$ cat config.mk
export PLATFORM = sky130hd
export DESIGN_NAME = softstart_seq
export DESIGN_NICKNAME = d
export VERILOG_FILES = /design/src/rtl/softstart_seq.sv
export SDC_FILE = /design/constraint.sdc
export NUM_CORES = 1
export LEC_CHECK = 0
export BUFFER_PORTS_ARGS = -buffer_cell sky130_fd_sc_hd__buf_2
export CAP_MARGIN = 20
export CORE_UTILIZATION = 55
export CTS_CLUSTER_DIAMETER = 60
export DETAILED_ROUTE_END_ITERATION = 10
export PLACE_DENSITY_LB_ADDON = 0.12
export SYNTH_ARGS = -nofsm -noshare
export SYNTH_HDL_FRONTEND = slang
export SYNTH_SLANG_ARGS = --single-unit
$ cat constraint.sdc
create_clock -name clk -period 4.1 [get_ports clk]
set_input_delay 0.205 -clock clk [delete_from_list [all_inputs] [get_ports clk]]
set_output_delay 0.205 -clock clk [all_outputs]
set_load 0.02 [all_outputs]
$ cat src/rtl/softstart_seq.sv
module softstart_seq #(
  parameter int NSTEPS       = 8,
  parameter int STEP_TICKS   = 16,
  parameter int EN_LOW_TICKS = 40,
  localparam int CODE_W      = $clog2(NSTEPS)
) (
  input  logic              clk,
  input  logic              rst_n,
  input  logic              en,
  input  logic              uvlo,
  input  logic              dim_on,
  output logic [CODE_W-1:0] ilim_code,
  output logic              ss_done,
  output logic              shutdown
);

  localparam int DW_W = $clog2(STEP_TICKS + 1);
  localparam int LW_W = $clog2(EN_LOW_TICKS + 1);
  localparam logic [DW_W-1:0]   DW_LAST  = DW_W'(STEP_TICKS - 1);
  localparam logic [LW_W-1:0]   LW_LAST  = LW_W'(EN_LOW_TICKS - 1);
  localparam logic [CODE_W-1:0] PRE_LAST = CODE_W'(NSTEPS - 2);

  typedef enum logic [1:0] {S_OFF, S_RAMP, S_DONE, S_UVL} st_t;

  st_t             st;
  logic [DW_W-1:0] dwell;
  logic [LW_W-1:0] lowcnt;

  wire active  = (st == S_RAMP) || (st == S_DONE);
  wire timeout = !en && (lowcnt == LW_LAST);
  wire advance = (st == S_RAMP) && dim_on && (dwell == DW_LAST);

  assign shutdown = !active;
  assign ss_done  = (st == S_DONE);

  always_ff @(posedge clk or negedge rst_n) begin
    if (!rst_n) begin
      st        <= S_OFF;
      ilim_code <= '0;
      dwell     <= '0;
      lowcnt    <= '0;
    end else begin
      case (st)
        S_OFF: begin
          ilim_code <= '0;
          dwell     <= '0;
          lowcnt    <= '0;
          if (en && !uvlo) st <= S_RAMP;
        end
        S_UVL: begin
          ilim_code <= '0;
          dwell     <= '0;
          lowcnt    <= '0;
          if (!en) st <= S_OFF;
        end
        default: begin
          if (uvlo || timeout) begin
            st        <= uvlo ? S_UVL : S_OFF;
            ilim_code <= '0;
            dwell     <= '0;
            lowcnt    <= '0;
          end else begin
            lowcnt <= en ? '0 : lowcnt + 1'b1;
            if (advance) begin
              dwell     <= '0;
              ilim_code <= ilim_code + 1'b1;
              if (ilim_code == PRE_LAST) st <= S_DONE;
            end else if (st == S_RAMP && dim_on) begin
              dwell <= dwell + 1'b1;
            end
          end
        end
      endcase
    end
  end

endmodule


==> key figures, run 1 <==
GRT
  • Initial antenna violation count: 0
  • GRT Util Overall: 20.3%
  • Grt total ovfl: 0
  • First-pass GRT wire length: 2670 µm
  • Largest net degree at the start of global routing: 17
  • Vias in the first global route: 600

CTS
  • H-tree depth: 1
  • Num CTS Buffers: 3
  • Post-CTS resize count: 0
  • CTS root buf: clkbuf_4
  • Clock buffer depth: 2
  • CTS tree: built
  • CTS Sinks: 16
  • Clk pin slew, worst setup/hold paths: 80 ps
  • # Post-CTS Setup Buffers: 0
  • Clk Latency, worst-skew pair: 290 ps

Timing
  • Max Freq: 542 MHz
  • Clock Skews: 1.29 ps
  • Max transition margin: 55.3%
  • RSZ-0062 raised after global routing: false
  • # setup viols final: 0
  • Slew @ Worst Pin: 668 ps
  • Setup_tns: 0 ps
  • Tmin final: 1850 ps
  • Fin. Hold Viols: 0
  • Period utilization: 45.0%
  • Worst hold slack: 202 ps
  • Final-report max-slew violation count: 0

Place
  • Placed insts: 110
  • Gp weighted congestion: 0.739
  • HPWL after DPL: 1130 µm
  • Count of input and output buffers: 9

Floorplan
  • Core box area: 1520 µm²
  • Chip Height: 42.4 µm
  • I/O pin total: 10
  • Row count: 14
  • Initial core utilization: 59.0%
  • Chip Width: 42.4 µm
  • Die area: 1800 µm²

Logic synthesis
  • Main combinational cell family by area after synthesis: simple AND/OR/NAND/NOR gates
  • Synth warnings: 0
  • XOR/XNOR Fraction of Synth Area: 6.82%
  • Count leader, synth: dfrtp_1
  • Post-synthesis sequential area ratio: 44.5%
  • FFs w/ async S/R, synth: 100%
  • Post-Syn Instances: 87
  • Mux share of post-synthesis cell area: 2.23%
  • Post-synth EDFFs: 0
  • Flops & latches, synth: 16
  • Distinct cells, synth: 24
  • Adder-Cell Fraction of Synth Area: 11.1%
  • Share of the synthesized area in the top cell type: 44.5%
  • Dominant cell type by area after synthesis: dfrtp_1
  • Main area contributors after synthesis: dfrtp_1, ha_1, nor3_1
  • Post-synth top cells: dfrtp_1, ha_1, nor2_1, nor3_1
  • Syn avg cell area: 10.3 µm²
  • Synth Area in Simple Gates: 20.9%
  • Synthesized net count: 100
  • Compound-Gate Fraction of Synth Area: 9.87%
  • Synthesized area: 900 µm²
  • Main flop type after synthesis: dfrtp_1

Worst setup path
  • Worst EP required: 4300 ps
  • Setup Crit Path Kind: register to register
  • CP Launch Type: register
  • Crit path arrival time: 2050 ps
  • Reg2reg setup slack: 2250 ps
  • Critical path capture point type: register
  • CP max FO: 7

Pwr
  • Combinational power share: 41.6%
  • Net Switching: 174 µW
  • Pwr per Cell Area: 466 nW/µm²
  • Sequential share of power: 40.9%
  • Internal power: 282 µW
  • Leak: 0.466 nW
  • Clock Power Share: 17.5%
  • Peak supply drop: 238 µV
  • Switching share of power: 38.1%
  • Pwr Total: 456 µW

Finish
  • # diodes: 0
  • Final Non-Filler Cells: 114
  • Synth-to-layout area growth: 8.76%
  • Layout cell share with drive strength beyond 1: 15.3%
  • # nets final: 113

Flow run
  • Total of max-cap violations: 0

Routing
  • Final wirelength: 1510 µm
  • Routed len/inst: 13.2 µm
  • Starting DRT DRC Count: 27
  • ANT nets after route: 0
  • Vias/cell: 5.68
  • DR vias: 648
  • Drt first pass iters: 4
  • Remaining DRCs: 0

Hold path
  • Hold Crit Class: input port to register

Status
  • Outcome: complete, no violations
[worst max-delay path: stages, from the launching register on]
cell	delay, ps
dfrtp_1	410
inv_1	120
ha_1	220
nand3_1	230
nor4_1	420
o21ai_0	150
a22oi_1	210
[layer usage]
metal | GRT usage [%] | vias to the layer above | part of all wire, %
li1 | - | 327 | -
met1 | 27.0 | 309 | 48
met2 | 30.2 | 10 | 47
met3 | 7.76 | 2 | 3.9
met4 | 7.50 | 0 | 0.93
met5 | 0 | - | 0
[cells in the final DEF (no fill, tap or decap), types with 2 or more instances in the layout]
| cell | n |
|---|---|
| a21oi_1 | 4 |
| a22oi_1 | 2 |
| buf_2 | 9 |
| clkbuf_4 | 3 |
| dfrtp_1 | 16 |
| ha_1 | 8 |
| inv_1 | 6 |
| mux2i_1 | 2 |
| nand2_1 | 6 |
| nand3_1 | 5 |
| nor2_1 | 8 |
| nor3_1 | 7 |
| nor4_1 | 3 |
| o21ai_0 | 2 |
| or3_1 | 2 |
| xnor2_1 | 4 |
| xor2_1 | 3 |
[layout make-up]
cell class,instances,area [µm²]
fill,132,546
multi-input combinational,63,458
sequential,16,400
timing repair buffer,10,55.1
clock buffer,3,22.5
inverter,6,22.5
tap,16,20.0
[sequential cells by signal, indices dropped and copies added, names as in the netlist]
register	cells
dwell	5
lowcnt	6
st	2
ilim_code	3
[metrics by stage]
stage,setup slack [ps],utilization [%],instance area (µm²)
6_report,2250,64.2,978
3_3_place_gp,2270,62.1,946
2_1_floorplan,2580,-,900
3_5_place_dp,2280,62.1,946
5_1_grt,2060,64.2,978
4_1_cts,2240,64.2,978
[power groups by stage]
stage	Sequential, mW	Clock [mW]	Combinational [mW]
CTS	0.187	0.0849	0.193
finish	0.186	0.0797	0.189
detailed placement	0.190	0	0.192
floorplan	0.187	0	0.155
global placement	0.189	0	0.187
global route	0.190	0.0910	0.209
[cell families (layout without fill, tap and decap cells)]
family	count (synthesis)	after routing
buffers and inverters	8	19
XOR/XNOR	7	7
AND/OR/NAND/NOR	35	35
flip-flops	16	16
multiplexers	2	2
AO/OA/AOI/OAI	11	11
adder cells (fa/ha/maj)	8	8
[worst paths after layout]
kind / from / to / depth (start not counted)
hold / removal: en / lowcnt[2]$_DFF_PN0_ / 2
max in group asynchronous: rst_n / lowcnt[5]$_DFF_PN0_ / 2
hold reg to reg: lowcnt[0]$_DFF_PN0_ / lowcnt[0]$_DFF_PN0_ / 1
min in group asynchronous: rst_n / lowcnt[4]$_DFF_PN0_ / 2
setup reg to reg: st[1]$_DFFE_PN0P_ / st[1]$_DFFE_PN0P_ / 6
setup / recovery: st[1]$_DFFE_PN0P_ / st[1]$_DFFE_PN0P_ / 6
[timing repair]
| action | in CTS | in global routing |
|---|---|---|
| endpoints found under the setup margin | 0 | 0 |
| hold buffers | 1 | 0 |
| endpoints found under the hold margin | 16 | 0 |
Note: power is estimated with default switching activity, not from simulation.
==> inputs of run 2 (changes only) <==
--- a/config.mk
+++ b/config.mk
@@ -7,7 +7,7 @@
 export LEC_CHECK = 0
 export BUFFER_PORTS_ARGS = -buffer_cell sky130_fd_sc_hd__buf_2
 export CAP_MARGIN = 20
-export CORE_UTILIZATION = 55
+export CORE_UTILIZATION = 50
 export CTS_CLUSTER_DIAMETER = 60
 export DETAILED_ROUTE_END_ITERATION = 10
 export PLACE_DENSITY_LB_ADDON = 0.12
==> constraint.sdc (replaced) <==
create_clock -name clk -period 1.55 [get_ports clk]
set_input_delay 0.0775 -clock clk [delete_from_list [all_inputs] [get_ports clk]]
set_output_delay 0.0775 -clock clk [all_outputs]
set_load 0.02 [all_outputs]
==> run 2 against run 1 <==
Compared with the run above: global-route usage increased by 0.90 points; worst setup slack got worse by 2200 ps; sequential power increased to 2.7 times the previous value; register-to-register slack got worse by 2200 ps; critical path type is now register to output pin.
==> key figures, run 2 (synthesized netlist as in run 1, its figures left out) <==
Status
  • Outcome: complete, no violations (unchanged)

Pwr
  • Peak supply drop: 930 µV (was 238 µV)
  • Pwr per Cell Area: 1320 nW/µm² (was 466 nW/µm²)
  • Leak: 0.532 nW (was 0.466 nW)

Worst setup path
  • Crit path arrival time: 1380 ps (was 2050 ps)
  • Reg2reg setup slack: 100 ps (was 2250 ps)
  • CP bufs+invs: 5 (was 1)
  • Slowest stage delay, CP: 370 ps (was 420 ps)
  • Slowest cell on the critical path: dfrtp_1 (was nor4_1)
  • CP max FO: 3 (was 7)
  • Reg2Reg Depth: 5 (was 6)
  • WP depth: 6 (unchanged)
  • Critical path capture point type: output pin (was register)
  • Cells along the critical path: inv_2 -> buf_6 -> ha_4 -> buf_6 -> inv_1 -> buf_4 (was inv_1 -> ha_1 -> nand3_1 -> nor4_1 -> o21ai_0 -> a22oi_1)
  • Critical path's top delay family: buffers and inverters (was simple AND/OR/NAND/NOR gates)
  • Worst EP required: 1470 ps (was 4300 ps)
  • CP Launch Type: register (unchanged)
  • Most frequent CP cell: buf_6
  • Setup Crit Path Kind: register to output pin (was register to register)

Floorplan
  • Chip Width: 44.4 µm (was 42.4 µm)
  • Initial core utilization: 56.4% (was 59.0%)
  • Core box area: 1590 µm² (was 1520 µm²)
  • Die area: 1970 µm² (was 1800 µm²)
  • Chip Height: 44.4 µm (was 42.4 µm)
  • Row count: 14 (unchanged)
  • I/O pin total: 10 (unchanged)

Finish
  • Final Non-Filler Cells: 134 (was 114)
  • Largest regs: lowcnt (6), dwell (5), ilim_code (3) (unchanged)
  • # diodes: 0 (unchanged)
  • Commonest non-fill, non-tap cells in the layout: dfrtp_1, buf_4, nor2_1, buf_2 (was dfrtp_1, buf_2, nor2_1, ha_1, nor3_1)
  • Util after Layout: 73.2% (was 64.2%)
  • Layout Cell Area excl Fill: 1170 µm² (was 978 µm²)
  • # nets final: 124 (was 113)
  • Synth-to-layout area growth: 29.8% (was 8.76%)
  • Layout cell share with drive strength beyond 1: 33.6% (was 15.3%)
  • Most common cell after layout, fill and taps aside: dfrtp_1 (unchanged)
  • Top reg by flops: lowcnt (unchanged)
  • Max reg flops: 6 (unchanged)

Timing
  • Worst hold slack: 65.5 ps (was 202 ps)
  • Tmin final: 1450 ps
  • Max transition margin: 75.1% (was 55.3%)
  • Setup_tns: 0 ps (unchanged)
  • # setup viols final: 0 (unchanged)
  • Period utilization: 93.8%
  • Fin. Hold Viols: 0 (unchanged)
  • Final-report max-slew violation count: 0 (unchanged)
  • Slew @ Worst Pin: 373 ps (was 668 ps)
  • Max Freq: 688 MHz
  • Clock Skews: 0.880 ps (was 1.29 ps)

CTS
  • Clock buffer depth: 2 (unchanged)
  • Clk Latency, worst-skew pair: 280 ps (was 290 ps)
  • CTS tree: built (unchanged)
  • H-tree depth: 1 (unchanged)
  • Num CTS Buffers: 3 (unchanged)
  • CTS Sinks: 16 (unchanged)
  • Clk pin slew, worst setup/hold paths: 100 ps (was 80 ps)
  • CTS root buf: clkbuf_4 (unchanged)

Routing
  • Starting DRT DRC Count: 7 (was 27)
  • Drt first pass iters: 4 (unchanged)
  • ANT nets after route: 0 (unchanged)
  • DR vias: 692 (was 648)
  • Final wirelength: 1740 µm (was 1510 µm)
  • Remaining DRCs: 0 (unchanged)
  • Routed len/inst: 13.0 µm (was 13.2 µm)
  • Vias/cell: 5.16 (was 5.68)

GRT
  • First-pass GRT wire length: 3020 µm (was 2670 µm)
  • Initial antenna violation count: 0 (unchanged)
  • GRT Util Overall: 21.2% (was 20.3%)
  • Grt total ovfl: 0 (unchanged)
  • Largest net degree at the start of global routing: 17 (unchanged)
  • Vias in the first global route: 701 (was 600)

Place
  • Gp weighted congestion: 0.804 (was 0.739)
  • HPWL after DPL: 1220 µm (was 1130 µm)
  • Placed insts: 127 (was 110)
  • Count of input and output buffers: 9 (unchanged)
  • DP Area: 1020 µm² (was 946 µm²)

Hold path
  • Hold Crit Class: input port to register (unchanged)
  • Hold Path Stages: 2 (unchanged)

Flow run
  • Total of max-cap violations: 0 (unchanged)
run 2: cell count changes in the layout (fill, tap and decap cells not counted), moves of 2 or more:
| cell | previous run | this run |
|---|---|---|
| nor4_1 | 3 | 1 |
| ha_1 | 8 | 6 |
| buf_6 | 0 | 2 |
| buf_4 | 0 | 10 |
| ha_4 | 0 | 2 |
| inv_2 | 0 | 2 |
| inv_1 | 6 | 4 |
run 2: where the power goes:
part / internal [mW] / switching [mW] / leakage, nW / total [mW]
clock network: 0.143 / 0.135 / 0.0210 / 0.278
logic: 0.393 / 0.376 / 0.292 / 0.769
registers: 0.460 / 0.0374 / 0.219 / 0.497
run 2: what timing repair did:
action | in CTS | in global routing
resized for setup | 1 | 16
cloned | 0 | 0
hold endpoints to repair | 16 | 0
hold buffers | 1 | 0
pin swaps | 0 | 3
setup endpoints to repair | 1 | 9
buffers inserted | 0 | 2
run 2: final cells by class:
cell class	count	area [µm²]
Clock buffer	4	36.3
Fill cell	121	427
Inverter	6	22.5
Multi-Input combinational cell	63	531
Sequential cell	16	400
Tap cell	24	30.0
Timing Repair Buffer	21	148
run 2: worst paths after layout:
check / start / endpoint
max reg2reg: lowcnt[0]$_DFF_PN0_ / lowcnt[2]$_DFF_PN0_
min in group asynchronous: rst_n / st[0]$_DFFE_PN0P_
min: en / lowcnt[1]$_DFF_PN0_
max: st[1]$_DFFE_PN0P_ / shutdown
max in group asynchronous: rst_n / ilim_code[1]$_DFFE_PN0P_
min reg2reg: lowcnt[0]$_DFF_PN0_ / lowcnt[0]$_DFF_PN0_
run 2: worst register-to-register path: cells and delay by family (launching register included):
kind | cells | cell delay, ps
flip-flops | 1 | 380
AO/OA/AOI/OAI | 1 | 280
adder cells (fa/ha/maj) | 1 | 260
buffers and inverters | 1 | 220
AND/OR/NAND/NOR | 2 | 200
run 2: metrics by stage:
step	total power, mW	setup slack (ps)
after CTS	1.45	33.4
after detailed placement	1.12	49.9
after global placement	1.12	22.5
final	1.55	96.5
after floorplan	0.905	27.9
after global routing	1.66	-0.912
run 2: metal layers:
metal / vias to the layer above / global-route usage (%) / wire length [µm] / part of all wire [%]
li1: 356 / - / - / -
met4: 0 / 9.09 / 9 / 0.52
met2: 7 / 34.1 / 842 / 48
met3: 2 / 2.45 / 28 / 1.6
met1: 327 / 29.1 / 856 / 49
met5: - / 0 / 0 / 0
